--- config.mk ---
export PLATFORM = sky130hd
export DESIGN_NAME = pwrmode_regs
export DESIGN_NICKNAME = d
export VERILOG_FILES = /design/src/rtl/pwrmode_pkg.sv /design/src/rtl/pwrmode_access.sv /design/src/rtl/pwrmode_flags.sv /design/src/rtl/pwrmode_regs.sv
export SDC_FILE = /design/constraint.sdc
export NUM_CORES = 1
export LEC_CHECK = 0
export BUFFER_PORTS_ARGS = -buffer_cell sky130_fd_sc_hd__buf_2
export CORE_ASPECT_RATIO = 0.9
export CORE_MARGIN = 2
export CORE_UTILIZATION = 27
export DETAILED_ROUTE_END_ITERATION = 6
export PLACE_DENSITY_LB_ADDON = 0.05
export SYNTH_ARGS = -nofsm -noshare
export SYNTH_HDL_FRONTEND = slang
export SYNTH_HIERARCHICAL = 1
export SYNTH_SLANG_ARGS = --single-unit
--- constraint.sdc ---
create_clock -name clk -period 1.4 [get_ports clk]
set_input_delay 0.21 -clock clk [delete_from_list [all_inputs] [get_ports clk]]
set_output_delay 0.21 -clock clk [all_outputs]
set_load 0.01 [all_outputs]
--- src/rtl/pwrmode_pkg.sv ---
package pwrmode_pkg;
  localparam int unsigned SEL_W = 2;
  localparam int unsigned NUM_REGS = 4;
  localparam int unsigned NUM_FLAGS = 2;

  typedef enum logic [SEL_W-1:0] {
    REG_CMD  = 2'd0,
    REG_STAT = 2'd1,
    REG_BKP  = 2'd2,
    REG_PRIV = 2'd3
  } reg_sel_e;

  // flag index equals its bit position in the status word
  localparam int unsigned FLAG_STOP = 0;
  localparam int unsigned FLAG_STBY = 1;
  // flags that a system reset also clears
  localparam logic [NUM_FLAGS-1:0] SYS_RST_CLEARS = 2'b01;
endpackage

--- src/rtl/pwrmode_access.sv ---
module pwrmode_access
  import pwrmode_pkg::*;
#(
  parameter int unsigned ADDR_W = 4
) (
  input  logic                 clk,
  input  logic                 rst,
  input  logic [ADDR_W-1:0]    bus_addr,
  input  logic                 bus_rd,
  input  logic                 bus_wr,
  input  logic                 bus_priv,
  input  logic                 lock_q,
  output logic [NUM_REGS-1:0]  wr_stb,
  output logic                 rd_ok,
  output reg_sel_e             sel,
  output logic                 err_q
);
  localparam int unsigned HI_W = ADDR_W - SEL_W;

  logic mapped, allowed, priv_wr_denied, blocked, wr_ok;

  assign sel            = reg_sel_e'(bus_addr[SEL_W-1:0]);
  assign mapped         = (bus_addr[ADDR_W-1:SEL_W] == HI_W'(0));
  assign allowed        = bus_priv | ~lock_q;
  assign priv_wr_denied = bus_wr & ~bus_priv & mapped & (sel == REG_PRIV);
  assign blocked        = ~rst & ((((bus_wr | bus_rd) & ~allowed)) | priv_wr_denied);
  assign wr_ok          = ~rst & bus_wr & allowed & ~priv_wr_denied & mapped;
  assign rd_ok          = ~rst & bus_rd & allowed & mapped;

  for (genvar i = 0; i < NUM_REGS; i++) begin : g_stb
    assign wr_stb[i] = wr_ok & (sel == reg_sel_e'(i));
  end

  always_ff @(posedge clk) begin
    if (rst) err_q <= 1'b0;
    else     err_q <= blocked;
  end
endmodule

--- src/rtl/pwrmode_flags.sv ---
module pwrmode_flags
  import pwrmode_pkg::*;
(
  input  logic                  clk,
  input  logic                  rst_por,
  input  logic                  rst_sys,
  input  logic [NUM_FLAGS-1:0]  set_ev,
  input  logic                  clr_cmd,
  output logic [NUM_FLAGS-1:0]  flag_q
);
  for (genvar i = 0; i < NUM_FLAGS; i++) begin : g_flag
    logic rst_i;
    if (SYS_RST_CLEARS[i]) begin : g_sys
      assign rst_i = rst_por | rst_sys;
    end else begin : g_por
      assign rst_i = rst_por;
    end
    always_ff @(posedge clk) begin
      if (rst_i)          flag_q[i] <= 1'b0;
      else if (set_ev[i]) flag_q[i] <= 1'b1;
      else if (clr_cmd)   flag_q[i] <= 1'b0;
    end
  end
endmodule

--- src/rtl/pwrmode_regs.sv ---
module pwrmode_regs
  import pwrmode_pkg::*;
#(
  parameter int unsigned ADDR_W = 4,
  parameter int unsigned DATA_W = 32
) (
  input  logic              clk,
  input  logic              rst_por,
  input  logic              rst_sys,
  input  logic [ADDR_W-1:0] bus_addr,
  input  logic              bus_rd,
  input  logic              bus_wr,
  input  logic [DATA_W-1:0] bus_wdata,
  input  logic              bus_priv,
  output logic [DATA_W-1:0] bus_rdata,
  output logic              acc_err,
  input  logic              evt_stop_exit,
  input  logic              evt_stby_exit,
  input  logic              bkp_wr_req,
  output logic              bkp_wr_ok,
  output logic              bkp_unlock
);
  logic                 rst_any;
  logic [NUM_REGS-1:0]  wr_stb;
  logic                 rd_ok;
  reg_sel_e             sel;
  logic                 lock_q;
  logic [NUM_FLAGS-1:0] flag_q;
  logic                 stop_q, stby_q;
  logic [DATA_W-1:0]    rd_mux;

  assign rst_any = rst_por | rst_sys;

  pwrmode_access #(.ADDR_W(ADDR_W)) u_access (
    .clk      (clk),
    .rst      (rst_any),
    .bus_addr (bus_addr),
    .bus_rd   (bus_rd),
    .bus_wr   (bus_wr),
    .bus_priv (bus_priv),
    .lock_q   (lock_q),
    .wr_stb   (wr_stb),
    .rd_ok    (rd_ok),
    .sel      (sel),
    .err_q    (acc_err)
  );

  pwrmode_flags u_flags (
    .clk     (clk),
    .rst_por (rst_por),
    .rst_sys (rst_sys),
    .set_ev  ({evt_stby_exit, evt_stop_exit}),
    .clr_cmd (wr_stb[REG_CMD] & bus_wdata[0]),
    .flag_q  (flag_q)
  );

  assign stop_q = flag_q[FLAG_STOP];
  assign stby_q = flag_q[FLAG_STBY];

  always_ff @(posedge clk) begin
    if (rst_any) begin
      bkp_unlock <= 1'b0;
      lock_q     <= 1'b0;
    end else begin
      if (wr_stb[REG_BKP])  bkp_unlock <= bus_wdata[0];
      if (wr_stb[REG_PRIV]) lock_q     <= bus_wdata[0];
    end
  end

  assign bkp_wr_ok = bkp_wr_req & bkp_unlock;

  always_comb begin
    rd_mux = '0;
    case (sel)
      REG_STAT: rd_mux[NUM_FLAGS-1:0] = flag_q;
      REG_BKP:  rd_mux[0] = bkp_unlock;
      REG_PRIV: rd_mux[0] = lock_q;
      default:  rd_mux = '0;
    endcase
  end

  always_ff @(posedge clk) begin
    if (rst_any)    bus_rdata <= '0;
    else if (rd_ok) bus_rdata <= rd_mux;
    else            bus_rdata <= '0;
  end
endmodule

Yosys cells after proc, flatten, opt, wreduce, memory -nomap -nowiden
Index checks and enable logic that the tools add are counted.
{"block": "word_totals", "reg_bits": 37, "latchBits": 0, "ramBits": 0, "mem_bits_ro": 0, "input_bits": 45, "output_inout_bits": 35, "word_cells": 49, "mem_count": 0}
{"block": "classes", "n_addsub": 0, "mul": 0, "n_div": 0, "magnitude_cmp": 0, "eq_ne": 3, "n_shift": 0, "muxes": 4, "n_bitwise": 28, "reduce_logical": 6}
{"op": "bitwise AND 1 bit", "count": 17}
{"op": "NOT 1 bit", "count": 7}
{"op": "equality test 2 bit, second input constant", "count": 2}
{"op": "logical NOT 2 bit", "count": 2}
{"op": "bitwise OR 1 bit", "count": 4}
{"op": "nonzero test 2 bit", "count": 2}
{"op": "two-way mux 1 bit", "count": 3}
{"op": "case mux 1 bit (3 select lines)", "count": 1}
{"op": "OR reduction 3 bit", "count": 1}
{"op": "equality test 2 x 1 -> 1 bit, second input constant", "count": 1}
{"op": "OR reduction 2 bit", "count": 1}

Logic depth before layout (Yosys ltp)
Gate-level depths: netlist (run 1).
{"block": "depth", "word_depth": 11, "mapped_depth": 7, "mapped_depth_nobuf": 7}

By module
The synthesis (run 1) kept the hierarchy.
{"module": "pwrmode_regs", "n_inst": 1, "cells_each": 48, "area_per_inst_um2": 405.4}
{"module": "pwrmode_access", "n_inst": 1, "cells_each": 18, "area_per_inst_um2": 118.9}
{"module": "pwrmode_flags", "n_inst": 1, "cells_each": 8, "area_per_inst_um2": 76.3}

Least setup slack after synthesis (run 1)
OpenSTA, ideal clock, no wires.
{"block": "synth_path", "path_type": "input port to flip-flop", "from": "input port rst_sys", "to": "register bus_rdata[1]", "arrival_time_ps": 1409, "slack_ps": -82, "stages": 5, "n_path_buf": 0, "path_cell_list": "or2_2 > nor3_2 > and3_2 > or3b_1 > nor3_2"}
{"block": "synth_between", "elab_chain_cells": 7}
{"element": "start: declaration", "line": "pwrmode_regs.sv:9", "source": "input logic rst_sys,"}
{"element": "bitwise OR 1 bit", "line": "pwrmode_regs.sv:32", "source": "assign rst_any = rst_por | rst_sys;"}
{"element": "NOT 1 bit", "line": "pwrmode_access.sv:28", "source": "assign rd_ok = ~rst & bus_rd & allowed & mapped;"}
{"element": "bitwise AND 1 bit (3 in series)", "line": "pwrmode_access.sv:28"}
{"element": "via rd_ok", "line": "pwrmode_regs.sv:25", "source": "logic rd_ok;"}
{"element": "NOT 1 bit (no source line)"}
{"element": "OR reduction 3 bit (no source line)"}
{"element": "end signal: assignment", "line": "pwrmode_regs.sv:84", "source": "else if (rd_ok) bus_rdata <= rd_mux;"}
{"element": "end: declaration", "line": "pwrmode_regs.sv:15", "source": "output logic [DATA_W-1:0] bus_rdata,"}
The timed path passes the listed nets, and every way through them passes these cells.
A chain may end at the register's enable or synchronous reset.

Final worst setup path (run 1)
{"block": "layout_path", "from": "input port rst_sys", "to": "register bus_rdata[0]"}
{"block": "layout_between", "elab_chain_cells": 7}
{"element": "bitwise OR 1 bit", "line": "pwrmode_regs.sv:32"}
{"element": "via rst_any", "line": "pwrmode_regs.sv:23", "source": "logic rst_any;"}
{"element": "NOT 1 bit", "line": "pwrmode_access.sv:28"}
{"element": "bitwise AND 1 bit (3 in series)", "line": "pwrmode_access.sv:28"}
{"element": "via rd_ok", "line": "pwrmode_regs.sv:25"}
{"element": "NOT 1 bit (no source line)"}
{"element": "OR reduction 2 bit (no source line)"}
The timed path passes the listed nets, and every way through them passes these cells.

==> impl_metrics.json, run 1 <==
{
  "status": "finished clean",
  "max_freq_mhz": 747,
  "intPower_uw": 342,
  "netlist_instances": 72,
  "cts.path.max_buffers": 2,
  "cp.arrival_ps": 1520,
  "hold_viol": 0,
  "fin_ws_ps": 61.1,
  "syn_area_per_cell_um2": 8.20,
  "rr_worst_depth": 4,
  "ff2ff_setup_slack_ps": 190,
  "cp-end-kind": "flop",
  "grt_setup_unrepaired": "false",
  "ir_drop_uv": 245,
  "via_per_inst": 3.47,
  "tritoncts": "built",
  "grt_first_pass_wirelength_um": 1450,
  "antenna_found_initial": 0,
  "fin_area_um2": 647,
  "syn_to_final_growth_pct": 9.53,
  "use_met2": 0.111,
  "seq_power_share": 0.419,
  "clock-sinks": 7,
  "skew_ps": 1.87,
  "numPortBuffers": 18,
  "use_met1": 0.0937,
  "combinationalPowerShare": 0.187,
  "first_pass_iters": 4,
  "grt_use_met3": 0.0309,
  "top_usage_layer": "met2",
  "pre_cts_ws_ps": -209,
  "dpl.hpwl_um": 821,
  "whs_endpoint": "u_access/err_q",
  "antenna_left": 0,
  "grt.overflow.total": 0,
  "p_sw_uw": 147,
  "diodes": 0,
  "hold_depth": 2,
  "cts_resized": 0,
  "critPathLaunchType": "input pin",
  "period_share": 0.956,
  "ios": 80,
  "cts_hold_buf": 0,
  "setup_viol": 0,
  "placed_cell_area_um2": 621,
  "drt_iter0_drc": 5,
  "p_leak_nw": 0.344,
  "drive_above_1_share": 0.330,
  "worstReg2RegEnd": "bus_rdata[0]",
  "yosys_warnings": 6,
  "period_minus_slack_ps": 1340,
  "grt_pass1_vias": 340,
  "path_class": "input pin to flop",
  "wl_per_cell_um": 7.74,
  "netlist_area_um2": 591,
  "drc": 0,
  "hold_start": "bus_priv",
  "wirelength_um": 937,
  "die_w_um": 53.3,
  "dieArea_um2": 2580,
  "worstPathRequired_ps": 1580,
  "crit_start": "rst_sys",
  "cap_violations": 0,
  "htree_levels": 1,
  "cts_buffers": 3,
  "die_y_um": 48.4,
  "coreArea_um2": 2120,
  "dp_cells": 117,
  "crit_fanout": 3,
  "design_power_total_uw": 488,
  "fin_util": 0.305,
  "grt_max_degree": 7,
  "hold_path.class": "input pin to flop",
  "vias": 420,
  "start_util": 0.278,
  "cts.root.buffer_cell": "clkbuf_4",
  "gp_congestion": 0.751,
  "clkLatencyLatePin_ps": 250,
  "final-max-slew-violation-count": 0,
  "pwr-share-clk": 0.394,
  "rows": 16,
  "power.density_nw_per_um2": 755,
  "swShare": 0.300,
  "nets": 140,
  "cts_setup_buffers": 0,
  "regToRegStartpoint": "lock_q",
  "track_usage": 0.0777,
  "clk_pin_slew_ps": 60,
  "stdcell_count": 121
}
==> area by class of cell <==
class / count / area (um^2)
fillers: 246 / 1480
well taps: 27 / 33.8
inverters: 4 / 15.0
multi-input cells: 58 / 319
repair buffers: 21 / 113
flip-flops and latches: 7 / 140
clock buffers: 4 / 26.3
==> metal layers <==
layer	part of all wire	up-vias
li1	-	212
met1	0.39	185
met2	0.50	23
met3	0.10	0
met4	0	0
met5	0	-
==> registers in the layout, summed over array words and instances (netlist names) <==
| signal | cells |
|---|---|
| bkp_unlock | 1 |
| bus_rdata | 2 |
| lock_q | 1 |
| u_access/err_q | 1 |
| u_flags/flag_q | 2 |
==> worst max-delay path, stage by stage <==
cell and delay, ps:
buf_2 100, or2_4 260, nor3_4 220, and3_4 200, or3b_4 380, a211oi_2 140
==> worst max-delay path by stage <==
stage | end | slack (ps) | cells after the start
floorplan | bus_rdata[0] | -20 | 5
global placement | bus_rdata[0] | -210 | 6
detailed placement | bus_rdata[0] | -210 | 6
CTS | bus_rdata[0] | 60 | 6
global route | bus_rdata[0] | 20 | 6
finish | bus_rdata[0] | 60 | 6
==> layout by cell type, fill, tap and decap left out <==
cell type,n
nor3_4,1
nand2b_1,2
nand2_1,1
o211ai_1,1
nor3_2,1
a21oi_1,2
nand4b_1,1
and3_4,1
dfxtp_1,7
clkbuf_1,1
conb_1,30
nor2b_1,1
buf_2,18
o21a_1,1
clkbuf_4,3
buf_4,3
nand4_1,1
or2_4,1
a21oi_2,1
and2_1,2
mux2i_1,3
nor2_1,6
or3b_4,1
inv_1,4
a211oi_2,1
==> through the flow <==
| stage | setup TNS, ps | hold WS, ps |
|---|---|---|
| after floorplan | -22.2 | 272 |
| after global placement | -732 | 406 |
| after detailed placement | -639 | 398 |
| after CTS | 0 | 124 |
| after global routing | 0 | 134 |
| final | 0 | 136 |
==> power groups by stage <==
| stage | clock network [mW] | registers [mW] | logic [mW] |
|---|---|---|---|
| 4_1_cts | 0.201 | 0.205 | 0.0913 |
| 6_report | 0.192 | 0.204 | 0.0915 |
| 3_5_place_dp | 0 | 0.209 | 0.0911 |
| 2_1_floorplan | 0 | 0.209 | 0.122 |
| 5_1_grt | 0.216 | 0.205 | 0.102 |
| 3_3_place_gp | 0 | 0.209 | 0.0915 |
(Power assumes the default switching activity.)
==> inputs of run 2 (changes only) <==
--- a/config.mk
+++ b/config.mk
@@ -11,6 +11,7 @@
 export CORE_UTILIZATION = 27
 export DETAILED_ROUTE_END_ITERATION = 6
 export PLACE_DENSITY_LB_ADDON = 0.05
+export SETUP_SLACK_MARGIN = 0.4
 export SYNTH_ARGS = -nofsm -noshare
 export SYNTH_HDL_FRONTEND = slang
 export SYNTH_HIERARCHICAL = 1
==> run 2 against run 1 <==
  * Sequential cell count unchanged
  * Register-to-register slack about the same
  * Die area unchanged
  * Clock power decreased by 4%
  * Setup slack improved by 110 ps
  * Global-route usage increased by 0.12 points
  * Non-clock buffer count increased by 4
  * Clock skew increased by 6.9 ps
  * Critical endpoint is now u_flags/flag_q[0]
  * Largest power group unchanged
==> impl_metrics.json, run 2 (synthesized netlist as in run 1, its figures left out) <==
{
  "pre_cts_ws_ps": -202,
  "first_pass_iters": 3,
  "critical_path.max_stage_delay_ps": 250,
  "path_cells": "buf_6, or2_4, nor3_4, buf_4, nand4b_1, nor2_1, and2_4, nor2b_1, o21a_1",
  "ir_drop_uv": 473,
  "clk_pin_slew_ps": 60,
  "hold_depth": 2,
  "fin_ws_ps": 173,
  "path_class": "input pin to flop",
  "coreArea_um2": 2120,
  "cp_slowest_cell": "or2_4",
  "hold_ws_ps": 138,
  "cts.root.buffer_cell": "clkbuf_4",
  "diodes": 0,
  "final-max-slew-violation-count": 0,
  "power.density_nw_per_um2": 683,
  "largestRegisters": "bus_rdata x2, u_flags/flag_q x2",
  "placed_cell_area_um2": 643,
  "track_usage": 0.0789,
  "drc": 0,
  "syn_to_final_growth_pct": 21.4,
  "max_freq_mhz": 815,
  "vias": 438,
  "final_common_cell": "conb_1",
  "wirelength_um": 1010,
  "drive_above_1_share": 0.429,
  "via_per_inst": 3.50,
  "rows": 16,
  "antenna_found_initial": 0,
  "period_share": 0.877,
  "cp.arrival_ps": 1380,
  "nets": 144,
  "die_y_um": 48.4,
  "clock-sinks": 7,
  "cp-end-kind": "flop",
  "grt.overflow.total": 0,
  "crit_fanout": 2,
  "cts.path.max_buffers": 2,
  "grt_setup_unrepaired": "true",
  "grt_first_pass_wirelength_um": 1400,
  "wl_per_cell_um": 8.09,
  "worstPathRequired_ps": 1550,
  "rr_worst_depth": 4,
  "status": "finished clean",
  "fin_area_um2": 717,
  "p_leak_nw": 0.372,
  "design_power_total_uw": 490,
  "cts_buffers": 3,
  "fin_util": 0.338,
  "gp_congestion": 0.648,
  "antenna_left": 0,
  "clkLatencyLatePin_ps": 250,
  "hold_path.class": "input pin to flop",
  "start_util": 0.278,
  "hold_viol": 0,
  "ios": 80,
  "dieArea_um2": 2580,
  "cap_violations": 0,
  "drt_iter0_drc": 1,
  "die_w_um": 53.3,
  "numPortBuffers": 18,
  "critPathLaunchType": "input pin",
  "grt_pass1_vias": 350,
  "dpl.hpwl_um": 820,
  "period_minus_slack_ps": 1230,
  "htree_levels": 1,
  "setup_viol": 0,
  "grt_max_degree": 7,
  "layout_common_cells": "conb_1, buf_2, buf_4",
  "skew_ps": 8.74,
  "tritoncts": "built"
}
[run 2: cell types whose count changed in the layout (fill, tap and decap cells not counted), sizes merged]
cell,change
buf,+4
[run 2: final timing paths]
path / from / end / slack, ps
max reg2reg: lock_q / bus_rdata[0] / 200
min: bus_priv / u_access/err_q / 140
max: rst_por / u_flags/flag_q[0] / 170
min reg2reg: u_flags/flag_q[1] / u_flags/flag_q[1] / 500
[run 2: worst max-delay path: cells and delay by family]
family,cells,cell delay [ps]
simple gates,6,780
compound gates,1,160
buf+inv,2,220
[run 2: timing repair]
| action | CTS | global route |
|---|---|---|
| gates cloned | 0 | 0 |
| gates resized for setup | 6 | 3 |
| hold buffers | 0 | 0 |
| pin swaps | 8 | 4 |
| endpoints found under the setup margin | 8 | 8 |
| setup buffers | 2 | 0 |
[run 2: final cells by class]
cell class	instances	area [um^2]
fill	265	1410
multi-input combinational	58	338
timing repair buffer	25	161
sequential	7	143
tap	27	33.8
clock buffer	4	26.3
inverter	4	15.0
[run 2: metrics by stage]
step	std cells	setup TNS, ps
final	125	0
after global routing	125	0
after CTS	125	0
after detailed placement	119	-878
after global placement	119	-883
after floorplan	101	-21.2
[run 2: power breakdown]
part	switching [mW]	internal, mW	leakage [nW]
sequential	0.00307	0.203	0.0579
combinational	0.0633	0.0353	0.299
clock	0.0762	0.109	0.0150
total	0.143	0.347	0.372
[run 2: routing by layer]
layer	vias up	track usage	share of wire
met5	-	0	0
met4	0	0.0256	0.0049
met3	2	0.0617	0.12
met2	21	0.128	0.52
met1	194	0.0746	0.35
li1	221	-	-
==> inputs of run 3 (changes only) <==
--- a/config.mk
+++ b/config.mk
@@ -7,10 +7,9 @@
 export LEC_CHECK = 0
 export BUFFER_PORTS_ARGS = -buffer_cell sky130_fd_sc_hd__buf_2
 export CORE_ASPECT_RATIO = 0.9
-export CORE_MARGIN = 2
 export CORE_UTILIZATION = 27
 export DETAILED_ROUTE_END_ITERATION = 6
-export PLACE_DENSITY_LB_ADDON = 0.05
+export PLACE_DENSITY = 0.72
 export SETUP_SLACK_MARGIN = 0.4
 export SYNTH_ARGS = -nofsm -noshare
 export SYNTH_HDL_FRONTEND = slang
==> run 3 against run 2 <==
  * Sequential cell count unchanged
  * Combinational power up 4%
  * First-iteration DRC count rose to 8.0 times the previous value
  * Sequential share of layout area down 0.14 points
  * Count of clock-buffer cells in the layout unchanged
  * Setup slack worse by 27 ps
  * Die area down 7.7%
  * Largest cell class unchanged
  * Via count up 3.9%
  * Critical path depth unchanged
  * Clock power about the same
  * Utilization up 2.5 points
==> impl_metrics.json, run 3 (synthesized netlist as in run 1, its figures left out) <==
{
  "p_leak_nw": 0.382,
  "nets": 146,
  "clk_pin_slew_ps": 60,
  "rows": 15,
  "cts_buffers": 3,
  "first_pass_iters": 4,
  "crit_fanout": 2,
  "wl_per_cell_um": 7.92,
  "setup_viol": 0,
  "hold_ws_ps": 140,
  "ios": 80,
  "drc": 0,
  "drt_iter0_drc": 8,
  "syn_to_final_growth_pct": 22.2,
  "final_common_cell": "conb_1",
  "fin_util": 0.363,
  "coreArea_um2": 1990,
  "hold_path.class": "input pin to flop",
  "cp-end-kind": "flop",
  "numPortBuffers": 18,
  "skew_ps": 4.94,
  "antenna_found_initial": 0,
  "cts.path.max_buffers": 2,
  "grt_max_degree": 7,
  "track_usage": 0.0772,
  "grt_pass1_vias": 345,
  "wirelength_um": 990,
  "die_y_um": 46.4,
  "status": "finished clean",
  "hold_viol": 0,
  "largestRegisters": "bus_rdata x2, u_flags/flag_q x2",
  "dieArea_um2": 2380,
  "die_w_um": 51.3,
  "cp.arrival_ps": 1400,
  "drive_above_1_share": 0.420,
  "ir_drop_uv": 375,
  "antenna_left": 0,
  "via_per_inst": 3.64,
  "max_freq_mhz": 797,
  "grt_setup_unrepaired": "true",
  "n_fill_cell": 210,
  "tns_ps": 0,
  "period_minus_slack_ps": 1250,
  "hold_depth": 2,
  "grt.overflow.total": 0,
  "critPathLaunchType": "input pin",
  "cts.root.buffer_cell": "clkbuf_4",
  "vias": 455,
  "cap_violations": 0,
  "rr_worst_depth": 4,
  "final-max-slew-violation-count": 0,
  "gp_congestion": 0.821,
  "clkLatencyLatePin_ps": 250,
  "path_class": "input pin to flop",
  "ff2ff_setup_slack_ps": 230,
  "grt_first_pass_wirelength_um": 1310,
  "layout_common_cells": "conb_1, buf_2, buf_4",
  "diodes": 0,
  "worstPathRequired_ps": 1550,
  "period_share": 0.896,
  "start_util": 0.297,
  "tritoncts": "built",
  "clock-sinks": 7,
  "dpl.hpwl_um": 766,
  "htree_levels": 1,
  "power.density_nw_per_um2": 686
}
[run 3: cell count changes in the layout (fill, tap and decap cells not counted)]
cell	previous run	this run
and2_1	0	1
nor2_2	1	0
buf_2	15	16
nor2_1	5	6
and2_4	2	1
buf_4	7	8
[run 3: final timing paths]
check	start	end
hold reg to reg	u_flags/flag_q[1]	u_flags/flag_q[1]
setup reg to reg	lock_q	bus_rdata[0]
hold / removal	bus_priv	u_access/err_q
setup / recovery	rst_por	u_flags/flag_q[0]
[run 3: power by group]
group / internal, mW / switching, mW / leakage (nW) / total (mW)
Clock: 0.109 / 0.0768 / 0.0150 / 0.186
Sequential: 0.203 / 0.00311 / 0.0579 / 0.206
Combinational: 0.0388 / 0.0645 / 0.309 / 0.103
Total: 0.351 / 0.144 / 0.382 / 0.495
[run 3: critical path: stages]
cell      delay, ps
buf_6            90
or2_4           250
nor3_4          130
buf_4           130
nand4b_1        110
nor2_1          110
and2_4          150
nor2b_1          40
o21a_1          180
[run 3: metal layers]
metal / global-route usage / up-vias / share of wire
li1: - / 224 / -
met1: 0.0681 / 202 / 0.36
met2: 0.150 / 29 / 0.53
met3: 0.0396 / 0 / 0.11
met4: 0.0324 / 0 / 0
met5: 0 / - / 0
[run 3: stage by stage]
step	cells	cell area (um^2)	total power [mW]	setup WS (ps)
floorplan	101	722	0.333	-21.2
global placement	117	641	0.301	-157
detailed placement	117	641	0.303	-182
CTS	124	703	0.497	143
global route	125	722	0.525	65.8
finish	125	722	0.495	145
[run 3: layout make-up]
cell class              count  area (um^2)  area share
flip-flops and latches      7          143       0.198
well taps                  25         31.3      0.0433
multi-input cells          58          333       0.461
clock buffers               4         26.3      0.0364
inverters                   4         15.0      0.0208
repair buffers             27          174       0.241
[run 3: what timing repair did]
action,4_1_cts,5_1_grt
hold buffers,0,0
gates resized for setup,4,3
endpoints found under the setup margin,8,8
pin swaps,8,5
setup buffers,3,1
